[src/rtl/revoke_pkg.sv]
package revoke_pkg;
   typedef enum logic [1:0] {
      ST_IDLE = 2'd0,
      ST_READ = 2'd1,
      ST_WAIT = 2'd2,
      ST_DONE = 2'd3
   } probe_state_e;
endpackage

[src/rtl/revoke_index.sv]
// Maps a lookup address to the bitmap word address and bit lane.
module revoke_index #(
   parameter int ADDR_W    = 32,
   parameter int GRAIN_LG2 = 3,
   parameter int DATA_W    = 8
) (
   input  logic [ADDR_W-1:0]          addr,
   input  logic [ADDR_W-1:0]          heap_base,
   input  logic [ADDR_W-1:0]          map_base,
   output logic                       below,
   output logic [ADDR_W-1:0]          word_addr,
   output logic [$clog2(DATA_W)-1:0]  bit_sel
);
   localparam int SEL_W      = $clog2(DATA_W);
   localparam int WORD_SHIFT = GRAIN_LG2 + SEL_W;
   localparam int LANE_LG2   = $clog2(DATA_W / 8);

   logic [ADDR_W-1:0] aligned;
   logic [ADDR_W-1:0] offset;

   generate
      if (GRAIN_LG2 == 0) begin : g_no_align
         assign aligned = addr;
      end else begin : g_align
         localparam logic [ADDR_W-1:0] GRAIN_MASK = {{(ADDR_W-GRAIN_LG2){1'b1}}, {GRAIN_LG2{1'b0}}};
         assign aligned = addr & GRAIN_MASK;
      end
   endgenerate

   always_comb begin
      below     = (aligned < heap_base);
      offset    = aligned - heap_base;
      word_addr = map_base + ((offset >> WORD_SHIFT) << LANE_LG2);
      bit_sel   = offset[GRAIN_LG2 +: SEL_W];
   end
endmodule

[src/rtl/revoke_ctrl.sv]
// One-at-a-time lookup sequencer: accept, read, wait, report.
module revoke_ctrl
   import revoke_pkg::*;
#(
   parameter int ADDR_W = 32,
   parameter int DATA_W = 8
) (
   input  logic                       clk,
   input  logic                       rst_n,
   input  logic                       req_valid,
   output logic                       req_ready,
   input  logic                       below,
   input  logic [ADDR_W-1:0]          word_addr,
   input  logic [$clog2(DATA_W)-1:0]  bit_sel,
   output logic                       mem_req_valid,
   input  logic                       mem_req_ready,
   output logic [ADDR_W-1:0]          mem_req_addr,
   input  logic                       mem_rsp_valid,
   input  logic [DATA_W-1:0]          mem_rsp_data,
   output logic                       done,
   output logic                       revoked
);
   localparam int SEL_W = $clog2(DATA_W);

   probe_state_e        state_q, state_d;
   logic [ADDR_W-1:0]   addr_q;
   logic [SEL_W-1:0]    sel_q;
   logic                result_q;
   logic                accept;

   assign accept = req_valid && (state_q == ST_IDLE);

   always_comb begin
      state_d = state_q;
      unique case (state_q)
         ST_IDLE: if (req_valid)     state_d = below ? ST_DONE : ST_READ;
         ST_READ: if (mem_req_ready) state_d = ST_WAIT;
         ST_WAIT: if (mem_rsp_valid) state_d = ST_DONE;
         ST_DONE:                    state_d = ST_IDLE;
         default:                    state_d = ST_IDLE;
      endcase
   end

   always_ff @(posedge clk or negedge rst_n) begin
      if (!rst_n) begin
         state_q  <= ST_IDLE;
         addr_q   <= '0;
         sel_q    <= '0;
         result_q <= 1'b0;
      end else begin
         state_q <= state_d;
         if (accept) begin
            addr_q   <= word_addr;
            sel_q    <= bit_sel;
            result_q <= 1'b0;
         end else if ((state_q == ST_WAIT) && mem_rsp_valid) begin
            result_q <= mem_rsp_data[sel_q];
         end
      end
   end

   assign req_ready     = (state_q == ST_IDLE);
   assign mem_req_valid = (state_q == ST_READ);
   assign mem_req_addr  = addr_q;
   assign done          = (state_q == ST_DONE);
   assign revoked       = result_q;
endmodule

[src/rtl/cap_revoke_probe.sv]
module cap_revoke_probe #(
   parameter int ADDR_W    = 32,
   parameter int GRAIN_LG2 = 3,
   parameter int DATA_W    = 8
) (
   input  logic               clk,
   input  logic               rst_n,
   input  logic [ADDR_W-1:0]  heap_base,
   input  logic [ADDR_W-1:0]  map_base,
   input  logic               req_valid,
   output logic               req_ready,
   input  logic [ADDR_W-1:0]  req_addr,
   output logic               mem_req_valid,
   input  logic               mem_req_ready,
   output logic [ADDR_W-1:0]  mem_req_addr,
   input  logic               mem_rsp_valid,
   input  logic [DATA_W-1:0]  mem_rsp_data,
   output logic               done,
   output logic               revoked
);
   localparam int SEL_W = $clog2(DATA_W);

   generate
      if (DATA_W < 8 || (DATA_W & (DATA_W - 1)) != 0) begin : g_bad_data
         $error("DATA_W must be a power of two of at least 8");
      end
      if (GRAIN_LG2 + SEL_W >= ADDR_W) begin : g_bad_grain
         $error("GRAIN_LG2 too large for ADDR_W");
      end
   endgenerate

   logic              below;
   logic [ADDR_W-1:0] word_addr;
   logic [SEL_W-1:0]  bit_sel;

   revoke_index #(
      .ADDR_W    (ADDR_W),
      .GRAIN_LG2 (GRAIN_LG2),
      .DATA_W    (DATA_W)
   ) u_index (
      .addr      (req_addr),
      .heap_base (heap_base),
      .map_base  (map_base),
      .below     (below),
      .word_addr (word_addr),
      .bit_sel   (bit_sel)
   );

   revoke_ctrl #(
      .ADDR_W (ADDR_W),
      .DATA_W (DATA_W)
   ) u_ctrl (
      .clk           (clk),
      .rst_n         (rst_n),
      .req_valid     (req_valid),
      .req_ready     (req_ready),
      .below         (below),
      .word_addr     (word_addr),
      .bit_sel       (bit_sel),
      .mem_req_valid (mem_req_valid),
      .mem_req_ready (mem_req_ready),
      .mem_req_addr  (mem_req_addr),
      .mem_rsp_valid (mem_rsp_valid),
      .mem_rsp_data  (mem_rsp_data),
      .done          (done),
      .revoked       (revoked)
   );
endmodule

[config.mk]
export PLATFORM = sky130hd
export DESIGN_NAME = cap_revoke_probe
export DESIGN_NICKNAME = d
export VERILOG_FILES = /design/src/rtl/revoke_pkg.sv /design/src/rtl/revoke_index.sv /design/src/rtl/revoke_ctrl.sv /design/src/rtl/cap_revoke_probe.sv
export SDC_FILE = /design/constraint.sdc
export NUM_CORES = 1
export LEC_CHECK = 0
export CORE_MARGIN = 2
export CORE_UTILIZATION = 66
export DETAILED_ROUTE_END_ITERATION = 6
export DONT_BUFFER_PORTS = 1
export GPL_ROUTABILITY_DRIVEN = 0
export PLACE_DENSITY = 0.82
export SLEW_MARGIN = 10
export SYNTH_ARGS = -nofsm -noshare
export SYNTH_HDL_FRONTEND = slang
export SYNTH_SLANG_ARGS = --single-unit
[constraint.sdc]
create_clock -name clk -period 2.2 [get_ports clk]
set_input_delay 0.33 -clock clk [delete_from_list [all_inputs] [get_ports clk]]
set_output_delay 0.33 -clock clk [all_outputs]
set_load 0.005 [all_outputs]
==> flow_summary.toml, run 1 <==
[outcome]
status = "did not finish"
lastStage = "clock tree synthesis (4_1_cts)"
error = "[ERROR DPL-0038] Utilization greater than 100%, impossible to legalize"

[clock_network]
cts_root_buf = "clkbuf_8"
post_cts_buffers = 27
cts_buffers = 5
cts.sinks = 38
clk_path_buf_depth = 2
cts_hold_buffers = 2
cts.repair.resized = 92
htree_num_levels = 2

[logic_synthesis]
syn_avg_cell_area_sq_um = 7.817
synth_simple_gate_area_share_pct = 16.91
synth_seq_cells = 38
synthMuxAreaShare_pct = 2.166
syn_inst = 569
synth_flop_cell = "dfrtp_1"
synth.yosys.seq_area_share_pct = 21.38
ys_types = 55
synth_compound_area_share_pct = 26.39
syn_area_sq_mm = 0.004448
synthXorXnorAreaFrac_pct = 10.24
synthArstFlopShare_pct = 100.0
yosys_warnings = 0
synth_top_family_by_area = "compound AO/OA/AOI/OAI gates"
synthAdderAreaFrac_pct = 17.61
synth_edf_count = 0
syn_nets = 740

[floorplanning]
start_util_pct = 69.26
die_h_um = 86.10
rows = 29
die_w_um = 86.10
io_pins = 145

[placement]
dp_hpwl_um = 11870
io_buffer_count = 0
## metrics by stage
stage	instances	hold slack [ns]	utilization [%]	setup WS [ns]	area, sq um
after floorplan	569	0.03441	-	-1.753	4591
after global placement	785	0.03515	90.28	-1.844	5798
after detailed placement	785	0.03515	90.28	-2.068	5798
## kinds of logic after synthesis
family / Yosys count
AO/OA/AOI/OAI: 186
AND/OR/NAND/NOR: 161
buffers and inverters: 63
adder cells (fa/ha/maj): 62
XOR/XNOR: 52
flip-flops: 38
multiplexers: 7
## cell usage after synthesis, drive strengths merged (2+ instances only)
library cell	number	share of area [%]
nand2	66	5.6
ha	61	17
o21ai	54	6.1
a21oi	51	5.8
inv	45	3.8
dfrtp	38	21
nor2	35	3.0
xnor2	32	6.3
a21o	27	4.6
xor2	20	3.9
clkbuf	18	1.5
nand3	11	1.2
o21bai	11	1.9
nand4	9	1.3
and3	7	0.98
nor2b	7	0.98
nor3	7	0.79
a211oi	6	1.2
a31oi	6	0.84
o211ai	6	1.0
mux2i	4	0.90
a221o	3	0.68
a221oi	3	0.73
nand2b	3	0.42
nor4	3	0.42
or3	3	0.42
a2111oi	2	0.39
a21boi	2	0.34
a31o	2	0.39
and2	2	0.28
mux4	2	1.0
nand4b	2	0.39
o21a	2	0.34
o31a	2	0.39
o41ai	2	0.39
or2	2	0.28
==> run 2: changes to the inputs <==
--- a/config.mk
+++ b/config.mk
@@ -6,11 +6,11 @@
 export NUM_CORES = 1
 export LEC_CHECK = 0
 export CORE_MARGIN = 2
-export CORE_UTILIZATION = 66
+export CORE_UTILIZATION = 40
 export DETAILED_ROUTE_END_ITERATION = 6
 export DONT_BUFFER_PORTS = 1
 export GPL_ROUTABILITY_DRIVEN = 0
-export PLACE_DENSITY = 0.82
+export PLACE_DENSITY_LB_ADDON = 0.15
 export SLEW_MARGIN = 10
 export SYNTH_ARGS = -nofsm -noshare
 export SYNTH_HDL_FRONTEND = slang
==> run 2 against run 1 <==
The flow now finishes, with violations (setup timing). Area after synthesis unchanged. Synthesized cell count unchanged.
==> flow_summary.toml, run 2 <==
[logic_synthesis]
synth_top_area_share_pct = 21.38
syn_area_sq_mm = 0.004448
synth_flop_cell = "dfrtp_1"
synth_edf_count = 0
syn_nets = 740
syn_inst = 569
ys_types = 55
synthArstFlopShare_pct = 100.0
synth.top_cells.by_area = "dfrtp_1, ha_1, xnor2_1"
yosys_warnings = 0
syn_avg_cell_area_sq_um = 7.817
synth_top_area_cell = "dfrtp_1"
synthTopCellsByCount = "nand2_1, ha_1, o21ai_0"
synth_most_common_cell = "nand2_1"
synth_seq_cells = 38
synth.yosys.seq_area_share_pct = 21.38

[drt]
drt_iter0_drc = 205
wl_um = 13660
via_count = 4722
drc = 0
ant_nets = 0
first_pass_iters = 4
wire_per_inst_um = 15.28
viasPerCell = 5.282

[sta]
relSlewSlack_pct = 67.22
finalMaxSlewViolations = 0
hold_ws_ns = 0.1376
finalSetupViolCount = 30
max_freq_mhz = 258.2
min_period_ns = 3.873
fin_skew_ns = 0.01021
hold_viol = 0
worstMarginPinSlew_ns = 0.4918
finalCritPeriodShare_pct = 176.1
rsz0062_at_grt = "true"
setup_slack_ns = -1.673

[worst_setup_path]
path_class = "in -> reg"
critPathBufInv = 0
crit_path_max_incr_delay_ns = 0.39
crit_arrival_ns = 4.06
critPathLaunchType = "input pin"
r2r_slack_ns = 0.30
critical_path.max_fanout = 3
cp_slowest_cell = "a221o_1"
critPathCaptureType = "register"
crit_chain = "ha_4 > a21oi_4 > o211ai_1 > a221o_1 > a21o_1 > nor4b_4 > or2_4 > xnor2_2 > ha_1 > and3_4 > a22o_1 > nor2b_1 > or3_4 > o31a_1 > a221oi_2 > xor2_1 > o21ai_1"
required_ns = 2.39
cp_top_family = "compound AO/OA/AOI/OAI gates"

[clock_network]
clock_latency_ns = 0.29
htree_num_levels = 2
cts.sinks = 38
cts_buffers = 5
cts_tree = "yes"
cts_root_buf = "clkbuf_8"
clk_path_buf_depth = 2
clkTransAtPathRegs_ns = 0.08

[global_route]
grt_overflow_total = 0
grt_max_degree = 39
grt_pass1_wl_um = 20610
grt_pass1_vias = 4571
antenna_found_initial = 0
track_usage_pct = 21.30

[placement]
dp_hpwl_um = 10910
io_buffer_count = 0
dpl_worst_slack_ns = -1.983
placed_area_sq_mm = 0.005959

[floorplanning]
start_util_pct = 41.03
dieArea_sq_mm = 0.01198
die_w_um = 109.5
io_pins = 145
coreArea_sq_mm = 0.01084
die_h_um = 109.5
rows = 38

[cells_and_area]
nets = 925
drive_above_1_share_pct = 38.99
layout.cells.most_common = "buf_4"
syn_to_final_growth_pct = 51.34
antenna_cells = 0
postLayoutCellArea_sq_mm = 0.006731
final_cell_mix = "buf_4, nand2_1, ha_1, inv_1, dfrtp_1"
largest_reg_flops = 32

[power_and_ir_drop]
p_comb_share_pct = 67.8
p_int_uw = 3246
powerDensity_mw_per_mm2 = 826.6
pwr-share-seq_pct = 24.2
leakage_uw = 0.003335
p_sw_share_pct = 41.67
clkPwrFrac_pct = 8.1
irDropWorstVdd_mv = 0.5561
switchingPower_uw = 2319

[outcome]
failed_checks = "setup timing"
status = "complete, but fails checks"

[flow_run]
maxCapViolations = 0

[hold_path]
min_path_type = "in -> reg"
run 2: cell counts after synthesis:
Identical to the previous run, type by type.
run 2: logic make-up (layout without fill, tap and decap cells):
| logic type | Yosys count | in the layout | share of synthesized area, % |
|---|---|---|---|
| and+or+nand+nor | 161 | 161 | 16.91 |
| xor gates and xnor gates | 52 | 52 | 10.24 |
| AOI/OAI and AO/OA | 186 | 186 | 26.39 |
| buffers and inverters | 63 | 248 | 5.316 |
| adders and majority gates | 62 | 62 | 17.61 |
| muxes | 7 | 7 | 2.166 |
| DFF | 38 | 38 | 21.38 |
run 2: metrics by stage:
stage,utilization [%],TNS [ns],power [uW],instances
after global routing,62.10,-41.90,6014,894
after detailed placement,54.97,-45.70,4475,859
after global placement,54.97,-45.15,4388,859
final,62.10,-37.39,5564,894
after floorplan,-,-35.04,3179,569
after CTS,59.15,-36.40,5265,881
run 2: routing by layer:
metal | vias up | share of wire, % | GRT usage, %
met4 | 0 | 1.4 | 3.797
met3 | 20 | 7.2 | 4.979
met1 | 2169 | 42 | 24.88
met2 | 128 | 50 | 39.73
li1 | 2405 | - | -
met5 | - | 0 | 0
run 2: repair_timing:
action | CTS | global route
hold buffers | 2 | 0
setup buffers | 14 | 15
pin swaps | 56 | 49
resized for setup | 61 | 55
setup endpoints to repair | 30 | 31
hold endpoints to repair | 38 | 0
run 2: cell type report:
cell class | count | area, sq um
inverters | 45 | 178.9
well taps | 140 | 175.2
repair buffers | 196 | 1543
clock buffers | 5 | 68.82
multi-input cells | 468 | 3805
flip-flops and latches | 38 | 950.9
fillers | 966 | 4109
clock inverters | 2 | 10.01
run 2: worst paths after layout:
path / from / endpoint / depth (start not counted)
setup / recovery: req_addr[4] / u_ctrl.mem_req_addr[25] / 17
hold reg to reg: u_ctrl.sel_q[1] / u_ctrl.sel_q[1] / 2
hold / removal: mem_rsp_valid / u_ctrl.revoked / 1
max in group asynchronous: rst_n / u_ctrl.mem_req_addr[10] / 2
setup reg to reg: u_ctrl.state_q[0] / u_ctrl.mem_req_addr[24] / 6
min in group asynchronous: rst_n / u_ctrl.mem_req_addr[25] / 2
run 2: power by group through the flow:
stage	sequential, uW	clock [uW]	combinational (uW)
finish	1340	448	3770
detailed placement	1360	0	3110
global placement	1350	0	3040
CTS	1350	464	3450
floorplan	1240	0	1940
global route	1390	497	4130
Power figures use the tool's default switching activity.
==> run 3: changes to the inputs <==
--- a/config.mk
+++ b/config.mk
@@ -5,10 +5,12 @@
 export SDC_FILE = /design/constraint.sdc
 export NUM_CORES = 1
 export LEC_CHECK = 0
+export ABC_AREA = 0
+export ABC_CLOCK_PERIOD_IN_PS = 2200
+export BUFFER_PORTS_ARGS = -buffer_cell sky130_fd_sc_hd__buf_2
 export CORE_MARGIN = 2
 export CORE_UTILIZATION = 40
 export DETAILED_ROUTE_END_ITERATION = 6
-export DONT_BUFFER_PORTS = 1
 export GPL_ROUTABILITY_DRIVEN = 0
 export PLACE_DENSITY_LB_ADDON = 0.15
 export SLEW_MARGIN = 10
==> run 3 against run 2 <==
The run still ends with setup timing left. Worst setup slack got worse by 0.041 ns. Cell area rose by 6.0%. Fmax fell by 1.1%. Sequential share of layout area fell by 0.80 points. Sequential power fell by 8%. Non-clock buffer count rose by 119. Wire length fell by 0.26%. Total power rose by 2.2%. Clock skew fell by 0.00082 ns. Highest routed layer unchanged.
==> flow_summary.toml, run 3 (synthesis gave the netlist of run 2 again) <==
[outcome]
status = "complete, but fails checks"
failed_checks = "setup timing"

[power_and_ir_drop]
finalPower_uw = 5688
leakage_uw = 0.003750
powerDensity_mw_per_mm2 = 796.8
irDropWorstVdd_mv = 0.4442

[floorplanning]
io_pins = 145
start_util_pct = 41.03
die_h_um = 109.5
rows = 38
coreArea_sq_mm = 0.01084
dieArea_sq_mm = 0.01198
die_w_um = 109.5

[sta]
hold_ws_ns = 0.1388
setup_slack_ns = -1.715
setup_tns_ns = -38.26
finalCritPeriodShare_pct = 177.9
finalMaxSlewViolations = 0
min_period_ns = 3.915
hold_viol = 0
rsz0062_at_grt = "true"
finalSetupViolCount = 31
fin_skew_ns = 0.009397
max_freq_mhz = 255.5
relSlewSlack_pct = 42.76
worstMarginPinSlew_ns = 0.8585

[cells_and_area]
antenna_cells = 0
nets = 1044
final_cell_mix = "buf_4, buf_2, nand2_1, ha_1, inv_1"
layout.cells.most_common = "buf_4"
stdcell_count = 1014
seqCellArea_sq_um = 950.9
largest_reg_flops = 32
syn_to_final_growth_pct = 60.48
fillers = 944
multiInputGateArea_sq_mm = 0.003675
drive_above_1_share_pct = 45.65

[drt]
ant_nets = 0
wl_um = 13620
via_count = 5148
wire_per_inst_um = 13.43
viasPerCell = 5.077
drc = 0
drt_iter0_drc = 212
first_pass_iters = 4

[clock_network]
clk_path_buf_depth = 2
cts_buffers = 5
cts_root_buf = "clkbuf_8"
cts.sinks = 38
htree_num_levels = 2
clkTransAtPathRegs_ns = 0.08
cts_tree = "yes"
cts_hold_buffers = 0
clock_latency_ns = 0.29

[worst_setup_path]
crit_chain = "buf_6 > inv_4 > ha_4 > a21oi_2 > o211ai_1 > a221o_1 > a31o_4 > a31o_4 > a211o_1 > and2_4 > xor2_1 > ha_1 > a21oi_1 > o21ai_1 > a21o_1 > a221o_1 > a21o_1 > a31oi_1 > xor2_1 > o21ai_1"
cp_slowest_cell = "a221o_1"
critPathBufInv = 2
crit_arrival_ns = 4.08
critPathLaunchType = "input pin"
r2r_slack_ns = 0.32
path_class = "in -> reg"
critPathCaptureType = "register"
required_ns = 2.36
cp_top_family = "compound AO/OA/AOI/OAI gates"
critical_path.max_fanout = 5
crit_path_max_incr_delay_ns = 0.40

[placement]
place_inst = 992
dp_hpwl_um = 11240
io_buffer_count = 141

[flow_run]
maxCapViolations = 0

[global_route]
grt_pass1_vias = 5082
antenna_found_initial = 0
grt_pass1_wl_um = 21940
track_usage_pct = 22.43
grt_overflow_total = 0
grt_max_degree = 39

[hold_path]
min_path_type = "in -> async"
run 3: changes by cell type in the layout (fill, tap and decap cells not counted), moves of 3 or more:
| cell | change |
|---|---|
| a21oi_1 | +7 |
| a21oi_2 | -3 |
| a21oi_4 | -4 |
| buf_2 | +137 |
| buf_4 | -14 |
| o21ai_0 | +5 |
| o21ai_1 | -3 |
| xnor2_1 | +3 |
run 3: path summary, 6_finish.rpt:
| path | start | to | cells past startpoint |
|---|---|---|---|
| worst min register to register | u_ctrl.mem_req_addr[0] | u_ctrl.mem_req_addr[0] | 2 |
| max in group asynchronous | rst_n | u_ctrl.sel_q[1] | 1 |
| worst max-delay path | heap_base[4] | u_ctrl.mem_req_addr[22] | 20 |
| worst max register to register | u_ctrl.state_q[0] | u_ctrl.mem_req_addr[29] | 5 |
| min in group clk | mem_rsp_valid | u_ctrl.revoked | 2 |
| worst min-delay path | rst_n | u_ctrl.state_q[1] | 1 |
run 3: timing repair:
item / in CTS / in global routing
gates resized for setup: 51 / 31
gates cloned: 0 / 0
pin swaps: 27 / 27
endpoints found under the setup margin: 31 / 31
buffers inserted: 11 / 7
run 3: per-stage QoR:
step	worst slack, ns	area (sq um)	util (%)
floorplan	-1.753	4591	-
global placement	-2.002	6605	60.93
detailed placement	-2.112	6605	60.93
CTS	-1.644	6973	64.32
global route	-1.861	7138	65.85
finish	-1.715	7138	65.85
run 3: metal layers:
layer / vias to the layer above / global-route usage [%] / share of wire, %
met4: 0 / 4.973 / 1.5
met1: 2356 / 28.18 / 44
li1: 2642 / - / -
met3: 16 / 2.134 / 5.4
met5: - / 0 / 0
met2: 134 / 41.31 / 49
run 3: final cells by class:
type,instances,share of cell area (%)
Clock buffer,6,1.157
Clock inverter,2,0.1753
Inverter,45,2.401
Multi-Input combinational cell,468,51.48
Sequential cell,38,13.32
Tap cell,140,2.454
Timing Repair Buffer,315,29.01
run 3: report_power, final:
part | leakage [uW] | total [uW] | switching (uW) | internal, uW
sequential | 0.000466 | 1230 | 194 | 1030
combinational | 0.00324 | 3960 | 1880 | 2080
clock | 0.0000472 | 502 | 250 | 252
